**src/rtl/pi_seq_pkg.sv**
```systemverilog
package pi_seq_pkg;
  localparam int SLOT_W  = 5;
  localparam int CNT_W   = 4;
  localparam int NSTB    = 4;
  localparam int NCH     = 2;
  localparam int MIN_LEN = 10;
  localparam int MAX_LEN = 18;
  localparam int MAX_TX  = 9;
  localparam int MAX_REP = 9;

  typedef enum logic [1:0] {
    MODE_ALT   = 2'd0,
    MODE_A     = 2'd1,
    MODE_B     = 2'd2,
    MODE_A_ALT = 2'd3
  } seq_mode_e;

  typedef struct packed {
    logic [SLOT_W-1:0]            len;
    logic [SLOT_W-1:0]            tx;
    logic [NSTB-1:0][SLOT_W-1:0]  pos;
    logic [CNT_W-1:0]             reps;
  } chan_cfg_t;

  function automatic logic [SLOT_W-1:0] fix_len(input logic [SLOT_W-1:0] v);
    logic [SLOT_W-1:0] c;
    if (v < SLOT_W'(MIN_LEN))      c = SLOT_W'(MIN_LEN);
    else if (v > SLOT_W'(MAX_LEN)) c = SLOT_W'(MAX_LEN);
    else                           c = v;
    c[0] = 1'b0;
    return c;
  endfunction

  function automatic logic [CNT_W-1:0] fix_cnt(input logic [CNT_W-1:0] v,
                                               input int unsigned hi);
    logic [CNT_W-1:0] c;
    if (v == '0)                 c = CNT_W'(1);
    else if (v > CNT_W'(hi))     c = CNT_W'(hi);
    else                         c = v;
    return c;
  endfunction
endpackage

```
**src/rtl/pi_seq_slot_ctr.sv**
```systemverilog
module pi_seq_slot_ctr
  import pi_seq_pkg::*;
(
  input  logic              clk,
  input  logic              rst_n,
  input  logic              en_i,
  input  logic [SLOT_W-1:0] len_i,
  output logic [SLOT_W-1:0] slot_o,
  output logic              last_o
);
  logic [SLOT_W-1:0] slot_q, slot_d;

  assign last_o = en_i && (slot_q == len_i - 1'b1);
  assign slot_o = slot_q;

  always_comb begin
    slot_d = slot_q;
    if (!en_i)       slot_d = '0;
    else if (last_o) slot_d = '0;
    else             slot_d = slot_q + 1'b1;
  end

  always_ff @(posedge clk or negedge rst_n) begin
    if (!rst_n) slot_q <= '0;
    else        slot_q <= slot_d;
  end

  p_slot_range_r2: assert property (@(posedge clk) disable iff (!rst_n)
    slot_q < len_i);
  p_wrap_r2: assert property (@(posedge clk) disable iff (!rst_n)
    last_o |=> (slot_q == '0));
  p_idle_hold_r7: assert property (@(posedge clk) disable iff (!rst_n)
    !en_i |=> (slot_q == '0));
endmodule

```
**src/rtl/pi_seq_decode.sv**
```systemverilog
module pi_seq_decode
  import pi_seq_pkg::*;
(
  input  logic                        clk,
  input  logic                        rst_n,
  input  logic                        en_i,
  input  logic [SLOT_W-1:0]           slot_i,
  input  logic [SLOT_W-1:0]           tx_i,
  input  logic [SLOT_W-1:0]           len_i,
  input  logic [NSTB-1:0][SLOT_W-1:0] pos_i,
  output logic                        tx_o,
  output logic [NSTB-1:0]             stb_o
);
  logic            tx_d;
  logic [NSTB-1:0] stb_d;

  always_comb begin
    tx_d = en_i && (slot_i < tx_i);
    for (int k = 0; k < NSTB; k++) begin
      stb_d[k] = en_i && (slot_i == pos_i[k]) &&
                 (pos_i[k] >= tx_i) && (pos_i[k] < len_i);
    end
  end

  always_ff @(posedge clk or negedge rst_n) begin
    if (!rst_n) begin
      tx_o  <= 1'b0;
      stb_o <= '0;
    end else begin
      tx_o  <= tx_d;
      stb_o <= stb_d;
    end
  end

  p_tx_strobe_apart_r4: assert property (@(posedge clk) disable iff (!rst_n)
    !(tx_o && (|stb_o)));
  p_inactive_quiet_r7: assert property (@(posedge clk) disable iff (!rst_n)
    !en_i |=> (!tx_o && (stb_o == '0)));
endmodule

```
**src/rtl/pi_seq_interleave.sv**
```systemverilog
module pi_seq_interleave
  import pi_seq_pkg::*;
(
  input  logic                       clk,
  input  logic                       rst_n,
  input  logic                       run_i,
  input  logic                       alt_i,
  input  logic                       start_ch_i,
  input  logic [NCH-1:0][CNT_W-1:0]  reps_i,
  input  logic [NCH-1:0]             last_i,
  output logic                       act_o
);
  logic             act_q, act_d;
  logic [CNT_W-1:0] rep_q, rep_d;

  always_comb begin
    act_d = act_q;
    rep_d = rep_q;
    if (!run_i) begin
      act_d = start_ch_i;
      rep_d = '0;
    end else if (last_i[act_q] && alt_i) begin
      if (rep_q == reps_i[act_q] - 1'b1) begin
        act_d = ~act_q;
        rep_d = '0;
      end else begin
        rep_d = rep_q + 1'b1;
      end
    end
  end

  always_ff @(posedge clk or negedge rst_n) begin
    if (!rst_n) begin
      act_q <= 1'b0;
      rep_q <= '0;
    end else begin
      act_q <= act_d;
      rep_q <= rep_d;
    end
  end

  assign act_o = act_q;

  p_rep_bound_r5: assert property (@(posedge clk) disable iff (!rst_n)
    run_i |-> (rep_q < reps_i[act_q]));
  p_switch_at_boundary_r5: assert property (@(posedge clk) disable iff (!rst_n)
    (act_q != $past(act_q)) |-> $past(!run_i || (|last_i)));
endmodule

```
**src/rtl/pi_dual_sequencer.sv**
```systemverilog
module pi_dual_sequencer
  import pi_seq_pkg::*;
(
  input  logic                   clk,
  input  logic                   rst_n,
  input  logic                   run_i,
  input  logic [1:0]             mode_i,
  input  logic [SLOT_W-1:0]      len_a_i,
  input  logic [SLOT_W-1:0]      len_b_i,
  input  logic [CNT_W-1:0]       tx_a_i,
  input  logic [CNT_W-1:0]       tx_b_i,
  input  logic [NSTB*SLOT_W-1:0] pos_a_i,
  input  logic [NSTB*SLOT_W-1:0] pos_b_i,
  input  logic [CNT_W-1:0]       reps_a_i,
  input  logic [CNT_W-1:0]       reps_b_i,
  output logic [NCH-1:0]         tx_en_o,
  output logic [NCH-1:0]         stb_tgt_o,
  output logic [NCH-1:0]         stb_gb_o,
  output logic [NCH-1:0]         stb_ef1_o,
  output logic [NCH-1:0]         stb_ef2_o
);
  chan_cfg_t [NCH-1:0]             cfg_q, cfg_d, cfg_raw;
  logic [1:0]                      mode_q, mode_d;
  logic [NCH-1:0]                  ch_en, ch_last;
  logic [NCH-1:0][SLOT_W-1:0]      ch_slot;
  logic [NCH-1:0][NSTB-1:0]        ch_stb;
  logic [NCH-1:0][CNT_W-1:0]       reps_v;
  logic                            act;

  always_comb begin
    cfg_raw[0].len  = fix_len(len_a_i);
    cfg_raw[1].len  = fix_len(len_b_i);
    cfg_raw[0].tx   = SLOT_W'(fix_cnt(tx_a_i, MAX_TX));
    cfg_raw[1].tx   = SLOT_W'(fix_cnt(tx_b_i, MAX_TX));
    cfg_raw[0].pos  = pos_a_i;
    cfg_raw[1].pos  = pos_b_i;
    cfg_raw[0].reps = fix_cnt(reps_a_i, MAX_REP);
    cfg_raw[1].reps = fix_cnt(reps_b_i, MAX_REP);
  end

  // configuration clock enable: sample only while idle
  always_comb begin
    cfg_d  = cfg_q;
    mode_d = mode_q;
    if (!run_i) begin
      cfg_d  = cfg_raw;
      mode_d = mode_i;
    end
  end

  always_ff @(posedge clk or negedge rst_n) begin
    if (!rst_n) begin
      for (int c = 0; c < NCH; c++) begin
        cfg_q[c].len  <= SLOT_W'(MIN_LEN);
        cfg_q[c].tx   <= SLOT_W'(1);
        cfg_q[c].pos  <= '0;
        cfg_q[c].reps <= CNT_W'(1);
      end
      mode_q <= MODE_ALT;
    end else begin
      cfg_q  <= cfg_d;
      mode_q <= mode_d;
    end
  end

  pi_seq_interleave u_ilv (
    .clk        (clk),
    .rst_n      (rst_n),
    .run_i      (run_i),
    .alt_i      (mode_q == MODE_ALT),
    .start_ch_i (mode_i == MODE_B),
    .reps_i     (reps_v),
    .last_i     (ch_last),
    .act_o      (act)
  );

  for (genvar g = 0; g < NCH; g++) begin : g_ch
    assign ch_en[g]  = run_i && (act == g[0]);
    assign reps_v[g] = cfg_q[g].reps;

    pi_seq_slot_ctr u_ctr (
      .clk    (clk),
      .rst_n  (rst_n),
      .en_i   (ch_en[g]),
      .len_i  (cfg_q[g].len),
      .slot_o (ch_slot[g]),
      .last_o (ch_last[g])
    );

    pi_seq_decode u_dec (
      .clk    (clk),
      .rst_n  (rst_n),
      .en_i   (ch_en[g]),
      .slot_i (ch_slot[g]),
      .tx_i   (cfg_q[g].tx),
      .len_i  (cfg_q[g].len),
      .pos_i  (cfg_q[g].pos),
      .tx_o   (tx_en_o[g]),
      .stb_o  (ch_stb[g])
    );

    assign stb_tgt_o[g] = ch_stb[g][0];
    assign stb_gb_o[g]  = ch_stb[g][1];
    assign stb_ef1_o[g] = ch_stb[g][2];
    assign stb_ef2_o[g] = ch_stb[g][3];
  end

  p_single_tx_r8: assert property (@(posedge clk) disable iff (!rst_n)
    $countones(tx_en_o) <= 1);
  p_idle_outputs_r1: assert property (@(posedge clk) disable iff (!rst_n)
    !run_i |=> ((tx_en_o | stb_tgt_o | stb_gb_o | stb_ef1_o | stb_ef2_o) == '0));
  p_one_channel_strobes_r7: assert property (@(posedge clk) disable iff (!rst_n)
    $onehot0({|ch_stb[1] | tx_en_o[1], |ch_stb[0] | tx_en_o[0]}));
endmodule

```
**config.mk**
```make
export PLATFORM = sky130hd
export DESIGN_NAME = pi_dual_sequencer
export DESIGN_NICKNAME = d
export VERILOG_FILES = /design/src/rtl/pi_seq_pkg.sv /design/src/rtl/pi_seq_slot_ctr.sv /design/src/rtl/pi_seq_decode.sv /design/src/rtl/pi_seq_interleave.sv /design/src/rtl/pi_dual_sequencer.sv
export SDC_FILE = /design/constraint.sdc
export NUM_CORES = 1
export LEC_CHECK = 0
export ABC_AREA = 1
export BUFFER_PORTS_ARGS = -buffer_cell sky130_fd_sc_hd__buf_4
export CAP_MARGIN = 10
export CORE_ASPECT_RATIO = 0.8
export CORE_MARGIN = 4
export CORE_UTILIZATION = 58
export DETAILED_ROUTE_END_ITERATION = 6
export PLACE_DENSITY = 0.8
export SYNTH_ARGS = -nofsm -noshare
export SYNTH_HDL_FRONTEND = slang
export SYNTH_SLANG_ARGS = --single-unit
```
**constraint.sdc**
```tcl
create_clock -name clk -period 2 [get_ports clk]
set_clock_uncertainty 0.05 [all_clocks]
set_input_delay 0.1 -clock clk [delete_from_list [all_inputs] [get_ports clk]]
set_output_delay 0.1 -clock clk [all_outputs]
set_load 0.1 [all_outputs]
```
==> results_dict.tcl, run 1 <==
set metrics [dict create \
    status "complete, no violations" \
    cts_buffers 9 \
    critPathSlowestCell "dfstp_2" \
    clkTransAtPathRegs_ns 0.06 \
    r2r_cells 12 \
    total_power_mw 5.80 \
    setup_violations 0 \
    syn_inst 746 \
    drtAntennaViolNets 0 \
    grt_pass1_wl_mm 26.7 \
    io_buffers 78 \
    overflow 0 \
    maxCapViolations 0 \
    cts.path.max_buffers 2 \
    vias_per_cell 5.39 \
    timing.final.crit_period_ns 1.95 \
    drt-pass1-iter-count 6 \
    synth_area_um2 5880 \
    die_x_um 121 \
    fin_crit_sh_pct 97.5 \
    cts.sinks 91 \
    worst_hold_slack_ns 0.00421 \
    cp.arrival_ns 2.13 \
    end_kind "flip-flop" \
    core_um2 9770 \
    placed_cells 947 \
    tightest_slew_ns 0.526 \
    drc 0 \
    die-area_um2 11800 \
    h-tree-depth 3 \
    min_path_cells 3 \
    start_util_pct 60.2 \
    die_y_um 98.0 \
    layout_common_cells "nand2_1, buf_4, dfrtp_1, inv_1, ha_1" \
    max_freq_mhz 513 \
    worstPathMaxFanout 4 \
    antenna_found_initial 0 \
    rrSetupSlack_ns 0.05 \
    syn-num-nets 885 \
    ios 81 \
    fin_cells 1026 \
    finalHoldViolCount 0 \
    ys_ff_latch 91 \
    crit_type "reg2reg" \
    dp_hpwl_mm 11.3 \
    drv_slew 0 \
    worstSetupStartpointType "flip-flop" \
    relSlewSlack_pct 65.0 \
    grt_use_total_pct 28.0 \
    cts_root_buf "clkbuf_16" \
    rows 32 \
    cpMostUsedCell "nand2_1" \
    drive_gt1_share_pct 17.1 \
    routabilityCongestion 0.896 \
    nets 1024 \
    n_antenna_cell 0 \
    seq_area_frac_synth_pct 38.9 \
    first_global_vias 5551 \
    synth_cell_type_count 32 \
    slowest_delay_ns 0.52 \
    power-per-cell-area_nw_per_um2 766 \
    via_count 5532 \
    yosys_warnings 0 \
    clk_latency_ns 0.35 \
    wirelength_mm 16.0 \
    wire_per_inst_um 15.6 \
    worstPathRequired_ns 2.18 \
    grt_max_degree 38 \
    irDropWorstVdd_mv 0.585 \
    cts_tree "done" \
    cp_cell_sequence "inv_2 -> o21ai_4 -> inv_2 -> ha_4 -> xor2_2 -> nand3_1 -> nor2_1 -> nand2_1 -> nand2_2 -> nand2_1 -> nand2_1 -> nand2_1" \
    drt-initial-drc-count 397 \
    final_common_cell "nand2_1" \
    hold_class "in2reg" \
    avgSynthCellArea_um2 7.88 \
    areaGrowthSynthToFinish_pct 28.9 \
    cellLeakagePower_nw 3.97 \
]
## registers in the layout, summed over array words and instances, names as in the netlist
name	cells
cfg_q	64
g_ch.u_ctr.slot_o	10
g_ch.u_dec.stb_o	8
g_ch.u_dec.tx_o	2
mode_q	2
u_ilv.act_o	1
u_ilv.rep_q	4
## worst paths after layout
kind | startpoint | to
min in group asynchronous | rst_n | cfg_q[47]
setup / recovery | cfg_q[0] | u_ilv.act_o
hold reg to reg | mode_q[1] | mode_q[1]
hold / removal | len_a_i[2] | cfg_q[31]
max in group asynchronous | rst_n | cfg_q[58]
setup reg to reg | cfg_q[0] | u_ilv.act_o
## synth_stat cells, drive strengths merged
cell | number | area [µm²]
or2 | 8 | 50.1
nor2 | 58 | 223
a21oi | 31 | 155
a22oi | 2 | 15.0
dfstp | 8 | 210
o21ai | 40 | 211
nor4 | 4 | 25.0
xor2 | 20 | 175
buf | 12 | 77.6
xnor2 | 14 | 123
nand3 | 24 | 120
inv | 87 | 327
o22ai | 4 | 25.0
nor3 | 8 | 40.0
a21boi | 6 | 45.0
o21a | 2 | 15.0
a22o | 1 | 8.76
a211oi | 6 | 45.0
o21bai | 12 | 90.1
clkbuf | 12 | 45.0
o31a | 1 | 8.76
ha | 68 | 851
nand2 | 228 | 871
dfrtp | 83 | 2080
nand4 | 7 | 43.8
## kinds of logic after synthesis
| group | Yosys count | share of synthesized area [%] |
|---|---|---|
| buf+inv | 111 | 7.64 |
| fa+ha+maj | 68 | 14.5 |
| xor+xnor | 34 | 5.07 |
| compound gates | 105 | 10.5 |
| flops | 91 | 38.9 |
| simple gates | 337 | 23.4 |
## routing by layer
metal  track usage [%]  up-vias  wire length (µm)
met5                 0        -                 0
met4              6.97        0               223
met3              6.37       30              1250
met2              43.2      225              7330
met1              40.3     2614              7230
li1                  -     2663                 -
## metrics by stage
stage | area [µm²] | setup TNS [ns] | setup WS (ns) | util [%]
5_1_grt | 7570 | -0.0626 | -0.0406 | 77.5
4_1_cts | 7520 | 0 | 0.0379 | 76.9
6_report | 7570 | 0 | 0.0492 | 77.5
2_1_floorplan | 5880 | 0 | 0.186 | -
3_5_place_dp | 6610 | 0 | 0.000912 | 67.6
3_3_place_gp | 6610 | 0 | 0.102 | 67.6
## critical path, delay by kind of cell (launching register included)
family                   cells  cell delay, ns
AND/OR/NAND/NOR              7            0.60
flip-flops                   1            0.52
adder cells (fa/ha/maj)      1            0.24
AO/OA/AOI/OAI                1            0.16
XOR/XNOR                     1            0.13
buffers and inverters        2            0.11
## area by class of cell
class	count	area [µm²]
Clock buffer	14	274
Clock inverter	2	35.0
Fill cell	678	2190
Inverter	87	327
Multi-Input combinational cell	544	3180
Sequential cell	91	2290
Tap cell	136	170
Timing Repair Buffer	152	1300
## power breakdown
group | switching (mW) | leakage, nW | internal, mW
combinational | 1.05 | 2.68 | 0.753
clock | 0.714 | 0.153 | 1.07
sequential | 0.209 | 1.14 | 2.01
## what timing repair did
action / 4_1_cts / 5_1_grt
pin swaps: 0 / 5
hold buffers: 60 / 0
gates resized for setup: 1 / 6
buffers inserted: 0 / 3
hold endpoints to repair: 87 / 0
setup endpoints to repair: 1 / 5
No activity file was read; power rests on OpenSTA's default activity.
==> run 2: changes to the inputs <==
--- a/config.mk
+++ b/config.mk
@@ -9,7 +9,7 @@
 export BUFFER_PORTS_ARGS = -buffer_cell sky130_fd_sc_hd__buf_4
 export CAP_MARGIN = 10
 export CORE_ASPECT_RATIO = 0.8
-export CORE_MARGIN = 4
+export CORE_MARGIN = 3
 export CORE_UTILIZATION = 58
 export DETAILED_ROUTE_END_ITERATION = 6
 export PLACE_DENSITY = 0.8
==> results_dict.tcl, run 2 (synthesis results as in run 1) <==
set metrics [dict create \
    drc 0 \
    final_common_cell "nand2_1" \
    die_y_um 96.0 \
    drt-pass1-iter-count 5 \
    tightest_slew_ns 0.676 \
    antenna_found_initial 0 \
    timing.final.crit_period_ns 1.94 \
    worstPathRequired_ns 2.24 \
    finalHoldViolCount 0 \
    cts_tree "done" \
    vias_per_cell 5.35 \
    wirelength_mm 15.9 \
    rrSetupSlack_ns 0.06 \
    power-per-cell-area_nw_per_um2 749 \
    io_buffers 78 \
    maxCapViolations 0 \
    via_count 5492 \
    ios 81 \
    cts.path.max_buffers 2 \
    worstPathMaxFanout 4 \
    grt_max_degree 70 \
    routabilityCongestion 0.928 \
    clk_latency_ns 0.35 \
    nets 1024 \
    rsz0062_at_grt "true" \
    fin_crit_sh_pct 97.2 \
    first_global_vias 5402 \
    end_kind "flip-flop" \
    final_util_pct 77.3 \
    die_x_um 119 \
    grt_use_total_pct 29.2 \
    placed_cell_area_um2 6620 \
    crit_type "reg2reg" \
    drtAntennaViolNets 0 \
    n_antenna_cell 0 \
    drive_gt1_share_pct 17.2 \
    h-tree-depth 3 \
    drt-initial-drc-count 488 \
    fin_area_um2 7550 \
    status "complete, no violations" \
    relSlewSlack_pct 55.0 \
    overflow 0 \
    max_freq_mhz 514 \
    hold_class "in2reg" \
    irDropWorstVdd_mv 0.499 \
    grt_pass1_wl_mm 26.4 \
    worstSetupStartpointType "flip-flop" \
    cts_buffers 9 \
    setup_violations 0 \
    layout_common_cells "nand2_1, buf_4, dfrtp_1, inv_1, ha_1" \
    start_util_pct 60.2 \
    dp_hpwl_mm 11.1 \
    top_register "cfg_q" \
    cts.sinks 91 \
    areaGrowthSynthToFinish_pct 28.5 \
    drv_slew 0 \
    clkTransAtPathRegs_ns 0.06 \
    largest_reg_flops 64 \
    wire_per_inst_um 15.5 \
    rows 32 \
    core_um2 9770 \
    die-area_um2 11400 \
    cellLeakagePower_nw 3.96 \
    fillCellCount 708 \
    cp.arrival_ns 2.18 \
    cts_root_buf "clkbuf_16" \
]
## run 2: metrics by stage
step / total power [mW] / hold slack [ns] / std cells / worst slack (ns) / setup TNS [ns]
CTS: 5.56 / 0.00747 / 1024 / 0.0272 / 0
finish: 5.66 / 0.00866 / 1026 / 0.0558 / 0
detailed placement: 3.80 / 0.0298 / 949 / 0.0120 / 0
floorplan: 3.30 / -0.246 / 746 / 0.186 / 0
global route: 5.99 / 0.0254 / 1026 / -0.0939 / -0.448
global placement: 3.71 / 0.0192 / 949 / 0.100 / 0
## run 2: final timing paths
path / start / end / cells after the start
max: cfg_q[0] / u_ilv.rep_q[0] / 13
min: len_a_i[4] / cfg_q[31] / 4
max reg2reg: cfg_q[0] / u_ilv.rep_q[0] / 13
min reg2reg: mode_q[0] / mode_q[0] / 2
max in group asynchronous: rst_n / cfg_q[34] / 3
min in group asynchronous: rst_n / cfg_q[19] / 2
## run 2: metal layers
layer / part of all wire, % / global-route usage, % / wire length (µm) / vias up
met1: 45 / 40.3 / 7090 / 2574
met3: 8.0 / 5.52 / 1260 / 25
met4: 1.3 / 7.52 / 200 / 0
met5: 0 / 0 / 0 / -
li1: - / - / - / 2663
met2: 46 / 47.9 / 7310 / 230
## run 2: report_power, final
group | switching [mW] | internal, mW
clock | 0.719 | 0.946
combinational | 1.03 | 0.743
sequential | 0.207 | 2.01
## run 2: final cells by class
cell class | count | area (µm²) | area share, %
clock inverters | 3 | 21.3 | 0.282
multi-input cells | 544 | 3170 | 42.0
flip-flops and latches | 91 | 2290 | 30.3
inverters | 87 | 327 | 4.33
clock buffers | 13 | 270 | 3.58
repair buffers | 152 | 1300 | 17.2
well taps | 136 | 170 | 2.25
## run 2: worst max-delay path: stages (launching register included)
cell	delay (ns)
dfstp_2	0.53
inv_2	0.04
o21ai_4	0.18
inv_2	0.08
ha_4	0.17
xnor2_2	0.15
nand3_1	0.10
nand2_1	0.08
nor2_1	0.04
nand2_1	0.07
nand2_2	0.08
nor2_2	0.16
nand2_1	0.08
nand2_1	0.06
## run 2: timing repair
item,CTS,global route
endpoints found under the setup margin,2,5
hold buffers,59,0
pin swaps,0,7
buffers inserted,0,2
endpoints found under the hold margin,87,0
gates resized for setup,1,6
==> run 3: changes to the inputs <==
--- a/config.mk
+++ b/config.mk
@@ -12,7 +12,9 @@
 export CORE_MARGIN = 3
 export CORE_UTILIZATION = 58
 export DETAILED_ROUTE_END_ITERATION = 6
+export HOLD_SLACK_MARGIN = 0.06
 export PLACE_DENSITY = 0.8
+export SKIP_CTS_REPAIR_TIMING = 1
 export SYNTH_ARGS = -nofsm -noshare
 export SYNTH_HDL_FRONTEND = slang
 export SYNTH_SLANG_ARGS = --single-unit
==> results_dict.tcl, run 3 (synthesis results as in run 1) <==
set metrics [dict create \
    maxCapViolations 0 \
    final_common_cell "nand2_1" \
    grt_use_total_pct 27.3 \
    top_register "cfg_q" \
    timing.final.crit_period_ns 1.96 \
    relSlewSlack_pct 54.7 \
    r2r_start "cfg_q[0]" \
    clkTransAtPathRegs_ns 0.06 \
    drt-pass1-iter-count 6 \
    fin_crit_sh_pct 98.0 \
    n_antenna_cell 0 \
    crit_type "reg2reg" \
    cellLeakagePower_nw 3.98 \
    finalHoldViolCount 0 \
    rsz0062_at_grt "true" \
    rrSetupSlack_ns 0.04 \
    cts_buffers 9 \
    irDropWorstVdd_mv 0.510 \
    drc 0 \
    io_buffers 78 \
    total_power_mw 5.66 \
    via_count 5626 \
    ios 81 \
    fin_cells 1033 \
    cts.sinks 91 \
    r2r-end "u_ilv.rep_q[0]" \
    worstPathMaxFanout 4 \
    setup_violations 0 \
    first_global_vias 5085 \
    die_x_um 119 \
    areaGrowthSynthToFinish_pct 29.7 \
    overflow 0 \
    die_y_um 96.0 \
    nets 1031 \
    layout_common_cells "nand2_1, buf_4, dfrtp_1, inv_1" \
    core_um2 9770 \
    cp.arrival_ns 2.15 \
    max_freq_mhz 510 \
    drtAntennaViolNets 0 \
    wire_per_inst_um 15.7 \
    status "complete, no violations" \
    cts.path.max_buffers 2 \
    rows 32 \
    worstSetupStartpointType "flip-flop" \
    cts_tree "done" \
    tightest_slew_ns 0.679 \
    h-tree-depth 3 \
    clk_latency_ns 0.34 \
    wirelength_mm 16.2 \
    grt_pass1_wl_mm 24.7 \
    cts_root_buf "clkbuf_16" \
    worstPathRequired_ns 2.19 \
    start_util_pct 60.2 \
    hold_class "in2reg" \
    grt_max_degree 70 \
    placed_cells 949 \
    power-per-cell-area_nw_per_um2 743 \
    r2r_cells 12 \
    largest_reg_flops 64 \
    die-area_um2 11400 \
    drive_gt1_share_pct 16.9 \
    cp-endpoint "u_ilv.rep_q[0]" \
    hp-start "len_b_i[3]" \
    end_kind "flip-flop" \
    routabilityCongestion 0.928 \
    antenna_found_initial 0 \
    pre_cts_ws_ns 0.0120 \
    dp_hpwl_mm 11.1 \
    drv_slew 0 \
    setup_slack_ns 0.0392 \
    crit_path_start "cfg_q[0]" \
    drt-initial-drc-count 524 \
    vias_per_cell 5.45 \
]
==> run 3: worst max-delay path: stages, from the launching register on <==
cell     delay, ns
dfstp_2       0.53
inv_2         0.04
o21ai_4       0.17
inv_2         0.08
ha_4          0.26
xor2_1        0.14
nand3_1       0.10
nor2_1        0.11
nand2_1       0.07
nand2_2       0.11
nor2_2        0.07
nand2_1       0.07
nand2_1       0.05
==> run 3: area by class of cell <==
| cell class | count | area, µm² |
|---|---|---|
| Fill cell | 698 | 2150 |
| Inverter | 87 | 327 |
| Sequential cell | 91 | 2290 |
| Multi-Input combinational cell | 544 | 3170 |
| Tap cell | 136 | 170 |
| Clock buffer | 13 | 270 |
| Clock inverter | 3 | 21.3 |
| Timing Repair Buffer | 159 | 1370 |
==> run 3: power breakdown <==
group	internal, mW	switching, mW	total (mW)
Clock	0.946	0.718	1.66
Combinational	0.744	1.04	1.78
Sequential	2.01	0.209	2.22
==> run 3: worst min-delay path by stage <==
stage          cells after the start  slack, ns        end
2_1_floorplan                      0      -0.25  cfg_q[10]
3_3_place_gp                       1       0.02  cfg_q[20]
3_5_place_dp                       1       0.03  cfg_q[19]
4_1_cts                            1      -0.34   cfg_q[5]
5_1_grt                            3       0.08  cfg_q[65]
6_report                           3       0.05  cfg_q[65]
==> run 3: per-layer routing <==
layer | up-vias | GRT usage [%] | routed length [µm]
li1 | 2678 | - | -
met1 | 2663 | 39.2 | 7310
met2 | 252 | 43.0 | 7410
met3 | 33 | 4.94 | 1220
met4 | 0 | 6.85 | 257
met5 | - | 0 | 0
==> run 3: stage by stage <==
step | util (%) | setup TNS (ns) | hold WS, ns | area [µm²]
6_report | 78.0 | 0 | 0.0484 | 7620
5_1_grt | 78.0 | -0.674 | 0.0835 | 7620
4_1_cts | 70.7 | -0.00965 | -0.336 | 6910
3_5_place_dp | 67.8 | 0 | 0.0298 | 6620
3_3_place_gp | 67.8 | 0 | 0.0192 | 6620
2_1_floorplan | - | 0 | -0.246 | 5880
